File: src/rtl/irqv_pkg.sv
package irqv_pkg;
  localparam int unsigned DATA_W = 8;
  localparam int unsigned ADDR_W = 2;
  localparam logic [ADDR_W-1:0] A_STATUS = 2'd0;
  localparam logic [ADDR_W-1:0] A_MASK   = 2'd1;
  localparam logic [ADDR_W-1:0] A_VECTOR = 2'd2;

  typedef enum logic [1:0] {
    RSP_NONE,
    RSP_VECTOR,
    RSP_READ,
    RSP_WRITE
  } rsp_e;
endpackage

File: src/rtl/irqv_status.sv
module irqv_status #(
  parameter int unsigned N = 8
) (
  input  logic         clk,
  input  logic         rst_n,
  input  logic [N-1:0] evt_i,
  output logic [N-1:0] status_o
);
  for (genvar i = 0; i < N; i++) begin : g_bit
    logic q;
    always_ff @(posedge clk or negedge rst_n) begin
      if (!rst_n) q <= 1'b0;
      else        q <= evt_i[i];
    end
    assign status_o[i] = q;
  end
endmodule

File: src/rtl/irqv_regs.sv
module irqv_regs #(
  parameter int unsigned DW = 8,
  parameter int unsigned AW = 2,
  parameter logic [DW-1:0] VEC_RST = 8'h0F
) (
  input  logic          clk,
  input  logic          rst_n,
  input  logic          wr_en,
  input  logic [AW-1:0] addr,
  input  logic [DW-1:0] wdata,
  output logic [DW-1:0] mask_o,
  output logic [DW-1:0] vector_o
);
  import irqv_pkg::*;

  always_ff @(posedge clk or negedge rst_n) begin
    if (!rst_n) begin
      mask_o   <= '0;
      vector_o <= VEC_RST;
    end else if (wr_en) begin
      if (addr == A_MASK)   mask_o   <= wdata;
      if (addr == A_VECTOR) vector_o <= wdata;
    end
  end
endmodule

File: src/rtl/irqv_req.sv
module irqv_req #(
  parameter int unsigned N = 8
) (
  input  logic         clk,
  input  logic         rst_n,
  input  logic [N-1:0] status,
  input  logic [N-1:0] mask,
  output logic         irq_n
);
  logic any_enabled;
  assign any_enabled = |(status & mask);

  always_ff @(posedge clk or negedge rst_n) begin
    if (!rst_n) irq_n <= 1'b1;
    else        irq_n <= ~any_enabled;
  end
endmodule

File: src/rtl/irqv_bus.sv
module irqv_bus #(
  parameter int unsigned DW = 8,
  parameter int unsigned AW = 2
) (
  input  logic          clk,
  input  logic          rst_n,
  input  logic          rd,
  input  logic          wr,
  input  logic [AW-1:0] addr,
  input  logic          iack_n,
  input  logic          irq_n,
  input  logic [DW-1:0] status,
  input  logic [DW-1:0] mask,
  input  logic [DW-1:0] vector,
  output logic          wr_accept,
  output logic [DW-1:0] rdata,
  output logic          rdata_oe,
  output logic          dack_n
);
  import irqv_pkg::*;

  rsp_e          kind;
  logic [DW-1:0] rmux;

  always_comb begin
    if (!iack_n && !irq_n) kind = RSP_VECTOR;
    else if (rd)           kind = RSP_READ;
    else if (wr)           kind = RSP_WRITE;
    else                   kind = RSP_NONE;
  end

  always_comb begin
    case (addr)
      A_STATUS: rmux = status;
      A_MASK:   rmux = mask;
      A_VECTOR: rmux = vector;
      default:  rmux = '0;
    endcase
  end

  assign wr_accept = (kind == RSP_WRITE);

  always_ff @(posedge clk or negedge rst_n) begin
    if (!rst_n) begin
      rdata    <= '0;
      rdata_oe <= 1'b0;
      dack_n   <= 1'b1;
    end else begin
      rdata    <= '0;
      rdata_oe <= 1'b0;
      dack_n   <= 1'b1;
      case (kind)
        RSP_VECTOR: begin rdata <= vector; rdata_oe <= 1'b1; dack_n <= 1'b0; end
        RSP_READ:   begin rdata <= rmux;   rdata_oe <= 1'b1; dack_n <= 1'b0; end
        RSP_WRITE:  dack_n <= 1'b0;
        default:    ;
      endcase
    end
  end

  AST_IACK_VECTOR: assert property (@(posedge clk) disable iff (!rst_n)
    (!iack_n && !irq_n) |=> (!dack_n && rdata_oe && rdata == $past(vector)));
  AST_IACK_SILENT: assert property (@(posedge clk) disable iff (!rst_n)
    (!iack_n && irq_n && !rd && !wr) |=> (dack_n && !rdata_oe));
  AST_OE_HAS_DACK: assert property (@(posedge clk) disable iff (!rst_n)
    rdata_oe |-> !dack_n);
  AST_NO_STRAY_DACK: assert property (@(posedge clk) disable iff (!rst_n)
    (!rd && !wr && iack_n) |=> dack_n);
  AST_IACK_BLOCKS_WRITE: assert property (@(posedge clk) disable iff (!rst_n)
    (!iack_n && !irq_n) |-> !wr_accept);
endmodule

File: src/rtl/irqv_top.sv
module irqv_top #(
  parameter int unsigned DW = irqv_pkg::DATA_W,
  parameter int unsigned AW = irqv_pkg::ADDR_W,
  parameter logic [DW-1:0] VEC_RST = 8'h0F
) (
  input  logic          clk,
  input  logic          rst_n,
  input  logic [DW-1:0] evt_i,
  input  logic          cpu_rd,
  input  logic          cpu_wr,
  input  logic [AW-1:0] cpu_addr,
  input  logic [DW-1:0] cpu_wdata,
  input  logic          iack_n,
  output logic [DW-1:0] cpu_rdata,
  output logic          cpu_rdata_oe,
  output logic          dack_n,
  output logic          irq_n
);
  logic [DW-1:0] status, mask, vector;
  logic          wr_en;

  irqv_status #(.N(DW)) u_status (
    .clk(clk), .rst_n(rst_n), .evt_i(evt_i), .status_o(status));

  irqv_regs #(.DW(DW), .AW(AW), .VEC_RST(VEC_RST)) u_regs (
    .clk(clk), .rst_n(rst_n), .wr_en(wr_en), .addr(cpu_addr),
    .wdata(cpu_wdata), .mask_o(mask), .vector_o(vector));

  irqv_req #(.N(DW)) u_req (
    .clk(clk), .rst_n(rst_n), .status(status), .mask(mask), .irq_n(irq_n));

  irqv_bus #(.DW(DW), .AW(AW)) u_bus (
    .clk(clk), .rst_n(rst_n), .rd(cpu_rd), .wr(cpu_wr), .addr(cpu_addr),
    .iack_n(iack_n), .irq_n(irq_n), .status(status), .mask(mask),
    .vector(vector), .wr_accept(wr_en), .rdata(cpu_rdata),
    .rdata_oe(cpu_rdata_oe), .dack_n(dack_n));

  AST_MASKED_QUIET: assert property (@(posedge clk) disable iff (!rst_n)
    (mask == '0 && $past(mask) == '0) |-> irq_n);
  AST_RELEASE: assert property (@(posedge clk) disable iff (!rst_n)
    ((status & mask) == '0) |=> irq_n);
endmodule

File: config.mk
export PLATFORM = sky130hd
export DESIGN_NAME = irqv_top
export DESIGN_NICKNAME = d
export VERILOG_FILES = /design/src/rtl/irqv_pkg.sv /design/src/rtl/irqv_status.sv /design/src/rtl/irqv_regs.sv /design/src/rtl/irqv_req.sv /design/src/rtl/irqv_bus.sv /design/src/rtl/irqv_top.sv
export SDC_FILE = /design/constraint.sdc
export NUM_CORES = 1
export LEC_CHECK = 0
export BUFFER_PORTS_ARGS = -buffer_cell sky130_fd_sc_hd__buf_2
export CELL_PAD_IN_SITES_DETAIL_PLACEMENT = 1
export CELL_PAD_IN_SITES_GLOBAL_PLACEMENT = 2
export CORE_MARGIN = 5
export CORE_UTILIZATION = 30
export DETAILED_ROUTE_END_ITERATION = 8
export PLACE_DENSITY_LB_ADDON = 0.15
export SYNTH_ARGS = -nofsm -noshare
export SYNTH_HDL_FRONTEND = slang
export SYNTH_HIERARCHICAL = 1
export SYNTH_SLANG_ARGS = --single-unit
export TNS_END_PERCENT = 1
File: constraint.sdc
create_clock -name clk -period 2.4 [get_ports clk]
set_input_delay 0.72 -clock clk [delete_from_list [all_inputs] [get_ports clk]]
set_output_delay 0.72 -clock clk [all_outputs]
set_load 0.02 [all_outputs]
==> results.txt <==
Worst Clk Skew: 0.00632 ns
Met1 usage: 0.126
Worst VDD drop: 0.375 mV
Iteration-0 DRC Markers: 31
CP max FO: 8
First-pass GRT wire length: 4880 microns
Syn Std Cell Area: 1490 sq um
Status: finished, final reports clean
Most common cell after layout, fill and taps aside: buf_2
Max_slew headroom: 0.480
Vias: 878
WL final: 3030 microns
Die H: 80.4 microns
Worst Hold Path Cells: 1
Reg clk slew, reported paths: 0.07 ns
Lkg Pwr: 0.874 nW
WS Path Type: reg2reg
# diodes: 0
Register area share after synthesis: 0.594
Setup ws final: 0.505 ns
WL per Instance: 15.4 microns
Post-layout nets: 155
Syn Nets: 124
Row cnt: 25
Max-cap viol count: 0
Port Buf Inserts: 33
Yosys cell types: 19
Critical path capture point type: register
Met3 usage: 0.0381
WP data arrival: 2.09 ns
Vias in the first global route: 955
P&R area growth vs syn: 18.9%
Setup Buffers After CTS: 0
RD Place Congestion: 0.718
Crit start category: register
Power per cell area: 1050 nW/um^2
Period utilisation layout: 0.789
Commonest non-fill, non-tap cells in the layout: 33 x buf_2, 29 x dfrtp_1, 16 x mux2_2, 8 x mux2i_1, 8 x o2bb2ai_1
R2r setup slk: 0.51 ns
Post-route DRC: 0
Die X: 80.4 microns
Max clock buf depth: 2
CTS Hold Bufs: 0
RSZ-0062 raised after global routing: no
Synth Warn #: 6
Worst slack, placed: 0.214 ns
Mean Syn Cell Area: 15.3 sq um
CP required: 2.60 ns
Post-cts sizing count: 0
Share of layout cells above drive strength 1: 0.519
Number of routed nets with antenna violations: 0
#FFs+latches synth: 35
Final core occ: 0.372
Final Hold Viols: 0
Most crowded layer after global routing: met2
Clk sinks: 35
Worst-case reg-to-reg path depth: 5
Die area: 6460 sq um
Grt ovf: 0
Setup-failing EPs final: 0
Initial antenna violation count: 0
Root Buffer: clkbuf_8
Max Slew Vio Count: 0
Detailed Place HPWL: 2160 microns
Largest net degree at the start of global routing: 36
Clock Latency Late Sink: 0.28 ns
First-pass detailed-route iteration total: 4
Fin crit period: 1.89 ns
Total CTS buffers: 5
Met2 usage in global routing: 0.156
Setup TNS: 0 ns
Hold WC Path Type: reg2reg
GRT Resource Usage Total: 0.103
Final Cell Area: 1770 sq um
Vias per cell: 4.48
Synth Instances: 97
Num ports: 34
Slew @ Worst Pin: 0.780 ns
Placed inst area: 1660 sq um
CORE AREA: 4750 sq um
CTS tree: yes
Initial Utilization: 0.313
CTS H-tree lvls: 2
FMAX: 528 MHz
cell usage after synthesis, drive strengths merged:
cell / instances / area [sq um]
dfrtp: 29 / 726
mux2: 16 / 180
buf: 9 / 71.3
mux2i: 8 / 80.1
a21oi: 1 / 5.00
ha: 4 / 50.1
nand4b: 1 / 23.8
and4: 1 / 8.76
o2bb2ai: 8 / 70.1
nand3b: 3 / 47.6
nand2: 2 / 15.0
o22ai: 1 / 6.26
inv: 3 / 11.3
nor2: 1 / 3.75
dfstp: 6 / 158
a22oi: 4 / 30.0
area by class of cell:
cell class              count  area [sq um]
clock buffers               7          96.3
clock inverters             1          7.51
fillers                   533          2990
inverters                   3          11.3
multi-input cells          50           520
flip-flops and latches     35           883
well taps                  67          83.8
repair buffers             33           165
through the flow:
step | total power, mW | instances | hold slack [ns]
floorplan | 1.25 | 97 | 0.424
global placement | 1.40 | 188 | 0.464
detailed placement | 1.41 | 188 | 0.478
CTS | 1.90 | 196 | 0.498
global route | 1.98 | 196 | 0.519
finish | 1.86 | 196 | 0.494
cell families after synthesis:
kind of cell | synth area share
AND/OR/NAND/NOR | 0.0665
AO/OA/AOI/OAI | 0.0749
multiplexers | 0.175
adder cells (fa/ha/maj) | 0.0337
buffers and inverters | 0.0556
flip-flops | 0.594
sequential cells by signal (all words and copies together) (netlist names):
signal and cells:
u_status/g_bit.q 8, u_regs/vector_o 8, u_regs/mask_o 8, u_bus/dack_n 1, u_bus/rdata 8, u_bus/rdata_oe 1, u_req/irq_n 1
worst max-delay path, stage by stage (launching register included):
cell       delay [ns]
dfstp_2          0.55
nor2_1           0.05
a21oi_1          0.25
ha_1             0.31
nand3b_1         0.37
o2bb2ai_1        0.28
per-layer routing:
metal	part of all wire	up-vias
met5	0	-
met4	0.023	0
met3	0.073	6
met2	0.49	31
met1	0.41	439
li1	-	402
path summary, 6_finish.rpt:
check / from / endpoint
setup / recovery: u_req/irq_n$_DFF_PN1_ / u_bus/rdata[1]$_DFF_PN0_
max in group asynchronous: rst_n / u_regs/vector_o[6]$_DFFE_PN0P_
setup reg to reg: u_req/irq_n$_DFF_PN1_ / u_bus/rdata[1]$_DFF_PN0_
min in group asynchronous: rst_n / u_bus/rdata[3]$_DFF_PN0_
hold / removal: u_regs/vector_o[7]$_DFFE_PN0P_ / u_bus/rdata[7]$_DFF_PN0_
hold reg to reg: u_regs/vector_o[7]$_DFFE_PN0P_ / u_bus/rdata[7]$_DFF_PN0_
power by group:
part,switching [mW],internal (mW)
clock,0.213,0.261
sequential,0.0989,0.814
combinational,0.244,0.231
Note: power is estimated with default switching activity, not from simulation.
